`config.mk`:
```
export PLATFORM = sky130hd
export DESIGN_NAME = rot_rename
export DESIGN_NICKNAME = d
export VERILOG_FILES = /design/src/rtl/rot_rename_pkg.sv /design/src/rtl/rrn_base_reg.sv /design/src/rtl/rrn_lookup.sv /design/src/rtl/rot_rename.sv
export SDC_FILE = /design/constraint.sdc
export NUM_CORES = 1
export LEC_CHECK = 0
export ABC_AREA = 1
export BUFFER_PORTS_ARGS = -buffer_cell sky130_fd_sc_hd__buf_2
export CORE_MARGIN = 5
export CORE_UTILIZATION = 59
export CTS_CLUSTER_SIZE = 8
export DETAILED_ROUTE_END_ITERATION = 12
export HOLD_SLACK_MARGIN = 0.08
export PLACE_DENSITY = 0.89
export RECOVER_POWER = 100
export SKIP_LAST_GASP = 1
export SLEW_MARGIN = 20
export SYNTH_ARGS = -nofsm -noshare
export SYNTH_HDL_FRONTEND = slang
export SYNTH_SLANG_ARGS = --single-unit
```
`constraint.sdc`:
```
create_clock -name clk -period 3.7 [get_ports clk]
set_clock_uncertainty 0.1 [all_clocks]
set_input_delay 0.185 -clock clk [delete_from_list [all_inputs] [get_ports clk]]
set_output_delay 0.185 -clock clk [all_outputs]
set_load 0.02 [all_outputs]
```
`src/rtl/rot_rename_pkg.sv`:
```
package rot_rename_pkg;
  // Base update selected each cycle, highest priority first in decode.
  typedef enum logic [1:0] {
    BOP_HOLD  = 2'd0,
    BOP_STEP  = 2'd1,
    BOP_LOAD  = 2'd2,
    BOP_CLEAR = 2'd3
  } base_op_e;
endpackage

```
`src/rtl/rrn_base_reg.sv`:
```
module rrn_base_reg
  import rot_rename_pkg::*;
#(
  parameter int ROT_REGS = 96,
  parameter int BASE_W   = 7
) (
  input  logic              clk,
  input  logic              rst_n,
  input  logic              clear_i,
  input  logic              load_i,
  input  logic [BASE_W-1:0] load_val_i,
  input  logic              step_i,
  output logic [BASE_W-1:0] base_o
);
  localparam logic [BASE_W:0]   ROT_N   = ROT_REGS[BASE_W:0];
  localparam logic [BASE_W-1:0] ROT_TOP = ROT_REGS[BASE_W-1:0] - 1'b1;

  // Reduce a load value into the rotating range (one subtraction suffices
  // because 2**BASE_W < 2*ROT_REGS for the supported sizes).
  function automatic logic [BASE_W-1:0] clamp_base(input logic [BASE_W-1:0] v);
    logic [BASE_W:0] w;
    w = {1'b0, v};
    if (w >= ROT_N) w = w - ROT_N;
    return w[BASE_W-1:0];
  endfunction

  function automatic logic [BASE_W-1:0] step_base(input logic [BASE_W-1:0] b);
    return (b == '0) ? ROT_TOP : b - 1'b1;
  endfunction

  base_op_e        op;
  logic [BASE_W-1:0] base_q, base_d;
  logic            clear_fire, load_fire, step_fire;

  always_comb begin
    if (clear_i)      op = BOP_CLEAR;
    else if (load_i)  op = BOP_LOAD;
    else if (step_i)  op = BOP_STEP;
    else              op = BOP_HOLD;
  end

  assign clear_fire = (op == BOP_CLEAR);
  assign load_fire  = (op == BOP_LOAD);
  assign step_fire  = (op == BOP_STEP);

  always_comb begin
    unique case (op)
      BOP_CLEAR: base_d = '0;
      BOP_LOAD:  base_d = clamp_base(load_val_i);
      BOP_STEP:  base_d = step_base(base_q);
      default:   base_d = base_q;
    endcase
  end

  always_ff @(posedge clk or negedge rst_n) begin
    if (!rst_n) base_q <= '0;
    else        base_q <= base_d;
  end

  assign base_o = base_q;

  assert_base_in_range_R6: assert property (@(posedge clk) disable iff (!rst_n)
    {1'b0, base_q} < ROT_N);

  assert_clear_zero_R5: assert property (@(posedge clk) disable iff (!rst_n)
    clear_i |=> (base_q == '0));

  assert_clear_wins_R9: assert property (@(posedge clk) disable iff (!rst_n)
    (clear_i && (load_i || step_i)) |=> (base_q == '0));

  assert_load_takes_R6: assert property (@(posedge clk) disable iff (!rst_n)
    load_fire && (load_val_i < ROT_TOP) |=> (base_q == $past(load_val_i)));

  assert_step_down_R7: assert property (@(posedge clk) disable iff (!rst_n)
    step_fire && (base_q != '0) |=> (base_q + 1'b1 == $past(base_q)));

  assert_step_wrap_R7: assert property (@(posedge clk) disable iff (!rst_n)
    step_fire && (base_q == '0) |=> (base_q == ROT_TOP));

  assert_hold_stable_R7: assert property (@(posedge clk) disable iff (!rst_n)
    !clear_i && !load_i && !step_i |=> $stable(base_q));
endmodule

```
`src/rtl/rrn_lookup.sv`:
```
module rrn_lookup #(
  parameter int STATIC_REGS = 32,
  parameter int ROT_REGS    = 96,
  parameter int IDX_W       = 7,
  parameter int BASE_W      = 7
) (
  input  logic              clk,
  input  logic              rst_n,
  input  logic [IDX_W-1:0]  name_i,
  input  logic [BASE_W-1:0] base_i,
  output logic [IDX_W-1:0]  phys_o
);
  localparam logic [IDX_W:0]   STATIC_N = STATIC_REGS[IDX_W:0];
  localparam logic [IDX_W:0]   ROT_N    = ROT_REGS[IDX_W:0];
  localparam logic [IDX_W-1:0] STATIC_S = STATIC_REGS[IDX_W-1:0];

  // Offset into the rotating region, wrapped once (both terms < ROT_REGS).
  function automatic logic [IDX_W-1:0] remap(input logic [IDX_W-1:0] nm,
                                             input logic [BASE_W-1:0] b);
    logic [IDX_W:0] off;
    logic [IDX_W:0] bx;
    bx = '0;
    bx[BASE_W-1:0] = b;
    if ({1'b0, nm} < STATIC_N) return nm;
    off = {1'b0, nm} - STATIC_N + bx;
    if (off >= ROT_N) off = off - ROT_N;
    return off[IDX_W-1:0] + STATIC_S;
  endfunction

  logic is_static;
  assign is_static = ({1'b0, name_i} < STATIC_N);
  assign phys_o    = remap(name_i, base_i);

  assert_static_passthru_R1: assert property (@(posedge clk) disable iff (!rst_n)
    is_static |-> (phys_o == name_i));

  assert_rot_stays_rot_R2: assert property (@(posedge clk) disable iff (!rst_n)
    !is_static |-> ({1'b0, phys_o} >= STATIC_N));

  assert_zero_base_ident_R4: assert property (@(posedge clk) disable iff (!rst_n)
    (base_i == '0) |-> (phys_o == name_i));
endmodule

```
`src/rtl/rot_rename.sv`:
```
module rot_rename #(
  parameter int STATIC_REGS = 32,
  parameter int ROT_REGS    = 96,
  parameter int RD_PORTS    = 4,
  parameter int WR_PORTS    = 2,
  localparam int PHYS_REGS  = STATIC_REGS + ROT_REGS,
  localparam int IDX_W      = $clog2(PHYS_REGS),
  localparam int BASE_W     = $clog2(ROT_REGS)
) (
  input  logic                      clk,
  input  logic                      rst_n,
  input  logic                      base_clear,
  input  logic                      base_load,
  input  logic [BASE_W-1:0]         base_load_val,
  input  logic                      rot_step,
  input  logic [RD_PORTS*IDX_W-1:0] rd_name,
  output logic [RD_PORTS*IDX_W-1:0] rd_phys,
  input  logic [WR_PORTS*IDX_W-1:0] wr_name,
  output logic [WR_PORTS*IDX_W-1:0] wr_phys
);
  logic [BASE_W-1:0] cur_base;

  rrn_base_reg #(.ROT_REGS(ROT_REGS), .BASE_W(BASE_W)) u_base (
    .clk(clk), .rst_n(rst_n), .clear_i(base_clear), .load_i(base_load),
    .load_val_i(base_load_val), .step_i(rot_step), .base_o(cur_base)
  );

  for (genvar g = 0; g < RD_PORTS; g++) begin : g_rd
    rrn_lookup #(.STATIC_REGS(STATIC_REGS), .ROT_REGS(ROT_REGS),
                 .IDX_W(IDX_W), .BASE_W(BASE_W)) u_map (
      .clk(clk), .rst_n(rst_n), .name_i(rd_name[g*IDX_W +: IDX_W]),
      .base_i(cur_base), .phys_o(rd_phys[g*IDX_W +: IDX_W])
    );
  end

  for (genvar g = 0; g < WR_PORTS; g++) begin : g_wr
    rrn_lookup #(.STATIC_REGS(STATIC_REGS), .ROT_REGS(ROT_REGS),
                 .IDX_W(IDX_W), .BASE_W(BASE_W)) u_map (
      .clk(clk), .rst_n(rst_n), .name_i(wr_name[g*IDX_W +: IDX_W]),
      .base_i(cur_base), .phys_o(wr_phys[g*IDX_W +: IDX_W])
    );
  end

  // Same name on two ports must resolve identically (shared base).
  assert_ports_agree_R10: assert property (@(posedge clk) disable iff (!rst_n)
    (rd_name[IDX_W-1:0] == wr_name[IDX_W-1:0]) |-> (rd_phys[IDX_W-1:0] == wr_phys[IDX_W-1:0]));
endmodule

```
==> run_results.csv <==
group,metric,value,unit
outcome,outcome,"finished, final reports clean",
synth,yosysWarnings,0,
pwr,power.share.clock,10.7,%
synth,ys_types,23,
run,drv_cap,0,
drt,dr.pass1.iters,4,
grt,use_met3,1.616,%
synth,synth.most_common_cell,"nand2_1",
clocking,htreeDepth,1,
synth,ys_ff_latch,7,
grt,first_global_vias,3771,
timing,min_period,2979,ps
grt,antenna_found_initial,0,
grt,met2_usage,43.88,%
synth,yosys-top-cells-count,"nand2_1 (204), inv_1 (128), ha_1 (83)",
timing,drv_slew,0,
worst_setup_path,crit_end,"wr_phys[13]",
worst_setup_path,cp_cell_sequence,"ha_1 -> ha_1 -> inv_1 -> fa_1 -> inv_1 -> nand2_1 -> nand3_2 -> xnor2_1 -> nand2_1 -> nand2_1 -> inv_1 -> nor2_1 -> clkbuf_1",
pwr,power_switching,0.5548,mW
worst_setup_path,cp.required,3410,ps
worst_setup_path,crit_path_max_incr_delay,510,ps
grt,grt_pass1_wl,14.64,mm
cells_and_area,fillers,515,
pwr,power.total,0.9850,mW
pwr,vdd_drop_max,0.0001620,V
grt,grt.overflow.total,0,
worst_setup_path,rr_worst_depth,9,
cells_and_area,postLayoutCellArea,0.004015,mm^2
cells_and_area,seq_area,175.2,um^2
worst_setup_path,setup.worst_path.class,"register to output pin",
drt,ant_nets,0,
pwr,p_comb_share,79.2,%
cells_and_area,finalNonFillerCells,758,
clocking,insertion_delay,220,ps
timing,hold_violations,0,
timing,clock.fmax,335.7,MHz
synth,synth.largest_area_cell,"ha_1",
worst_setup_path,startpoint_type,"register",
clocking,clk_pin_slew_worst_paths,40,ps
clocking,clockRootBuffer,"clkbuf_8",
floorplan,io-pin-count,96,
synth,synth_nets,729,
floorplan,die_width,86.54,um
synth,synth-main-ff-cell,"dfrtp_1",
synth,synth_top_area_share,30.05,%
worst_setup_path,worstReg2RegStart,"u_base.base_o[0]",
synth,synth_edf_count,0,
timing,tightest_slew,529.4,ps
grt,met1_usage,26.79,%
cells_and_area,nets,830,
drt,drc,0,
clocking,ctsLongestPathBuffers,2,
grt,busiest_layer,"met2",
cells_and_area,final_util,71.60,%
place,dp.cells,753,
synth,avgSynthCellArea,5.897,um^2
floorplan,coreArea,0.005608,mm^2
cells_and_area,multiInputGateArea,0.002774,mm^2
cells_and_area,diodes,0,
pwr,power.leakage,2.602,nW
worst_setup_path,cpLargestDelayFamily,"adder cells",
timing,setup_viol,0,
pwr,sw_frac_of_total,56.33,%
timing,timing.setup.tns,0,ps
timing,maxSlewHeadroom,64.58,%
worst_setup_path,critPathLaunch,"u_base.base_o[1]",
worst_setup_path,crit_arrival,2690,ps
worst_setup_path,critPathSlowestCell,"dfrtp_1",
worst_setup_path,crit_cells,13,
pwr,seq_power_share,10.1,%
drt,drt-initial-drc-count,166,
worst_setup_path,r2r_slack,1860,ps
floorplan,rows,27,
place,gp_congestion,0.9346,
synth,seq_area_frac_synth,5.069,%
worst_setup_path,r2r-end,"u_base.base_o[4]",
timing,fin_crit_sh,80.50,%
synth,netlist_instances,586,
clocking,cts_tree,"done",
synth,synth_area,0.003456,mm^2
clocking,cts_sinks,7,
cells_and_area,drive_gt1_share,10.35,%
grt,grt_start_max_net_pins,10,
floorplan,start_util,61.62,%
min_path,hp-class,"primary input to register",
timing,whs,184.2,ps
place,placed_cell_area,0.004021,mm^2
clocking,numCtsBuffers,3,
drt,wl_per_cell,11.29,um
synth,postSynth.asyncResetShare,100.0,%
floorplan,chipHeight,86.54,um
worst_setup_path,timing.critical_path.buf_inv,4,
place,io_buffers,95,
floorplan,die_area,0.007488,mm^2
place,dp_hpwl,7.408,mm
pwr,internal_power,0.4302,mW
cells_and_area,largest_register_ffs,7,
worst_setup_path,crit_fanout,8,
timing,rsz0062_at_grt,"false",
pwr,p_per_area,245.3,mW/mm^2
timing,fin_ws,721.4,ps
place,dp_slack,1085,ps
drt,wirelength,8.557,mm
synth,synth_area_leaders,"ha_1 (30%), nand2_1 (22%), inv_1 (14%), dfrtp_1 (5.1%), nand3_1 (4.3%)",
worst_setup_path,cp-end-kind,"output pin",
drt,routed-via-count,3851,
drt,via_per_inst,5.080,
cells_and_area,syn2layout_area_growth,16.18,%
grt,track_usage,22.85,%
[worst min-delay path by stage]
stage,slack [ps],start,end,cells past startpoint
6_report,180,base_load_val[3],u_base.base_o[3],5
5_1_grt,220,base_load_val[3],u_base.base_o[3],5
4_1_cts,190,base_load_val[3],u_base.base_o[3],5
3_5_place_dp,-80,rst_n,u_base.base_o[1],1
3_3_place_gp,-80,rst_n,u_base.base_o[1],1
2_1_floorplan,-210,rst_n,u_base.base_o[0],0
[what timing repair did]
action	CTS	global route
hold buffers	1	0
endpoints found under the hold margin	7	0
gates resized for setup	0	0
setup buffers	0	0
[logic make-up (layout without fill, tap and decap cells)]
group / Yosys count / in the layout / synth area share, %
buf+inv: 133 / 233 / 14.45
fa+ha+maj: 89 / 89 / 33.53
simple gates: 289 / 289 / 35.34
xor+xnor: 13 / 13 / 3.295
flops: 7 / 7 / 5.069
compound gates: 55 / 55 / 8.327
[worst min-delay path, stage by stage]
cell,delay [ps]
buf_2,80
nand2_1,40
nand2_1,60
nand2_1,40
o21ai_0,60
[layer usage]
metal / part of all wire, % / routed length, um
met1: 44 / 3760
met2: 50 / 4292
met3: 4.7 / 406
met4: 1.1 / 98
met5: 0 / 0
[power groups by stage]
stage          registers [mW]  clock network, mW  logic [mW]
2_1_floorplan          0.0926                  0       0.581
3_5_place_dp            0.100                  0       0.801
6_report               0.0995              0.105       0.781
4_1_cts                0.0992              0.107       0.806
3_3_place_gp            0.100                  0       0.772
5_1_grt                 0.100              0.112       0.893
[final cells by class]
type | instances | share of cell area (%)
Timing Repair Buffer | 96 | 10.75
Clock buffer | 4 | 1.122
Inverter | 133 | 12.43
Multi-Input combinational cell | 446 | 69.09
Tap cell | 72 | 2.244
Sequential cell | 7 | 4.363
[cells in the final DEF, fill, tap and decap left out, drive strengths merged]
cell	Yosys	routed
nand2	208	208
inv	133	133
ha	83	83
buf	0	52
clkbuf	0	47
nand3	37	37
nor2	30	30
o21ai	29	29
a21oi	20	20
xnor2	7	7
nand4	7	7
dfrtp	7	7
nand3b	6	6
xor2	6	6
fa	6	6
o22ai	2	2
a22oi	2	2
o21bai	1	1
or2	1	1
a21boi	1	1
dlygate4sd3	0	1
Note: power is estimated with default switching activity, not from simulation.
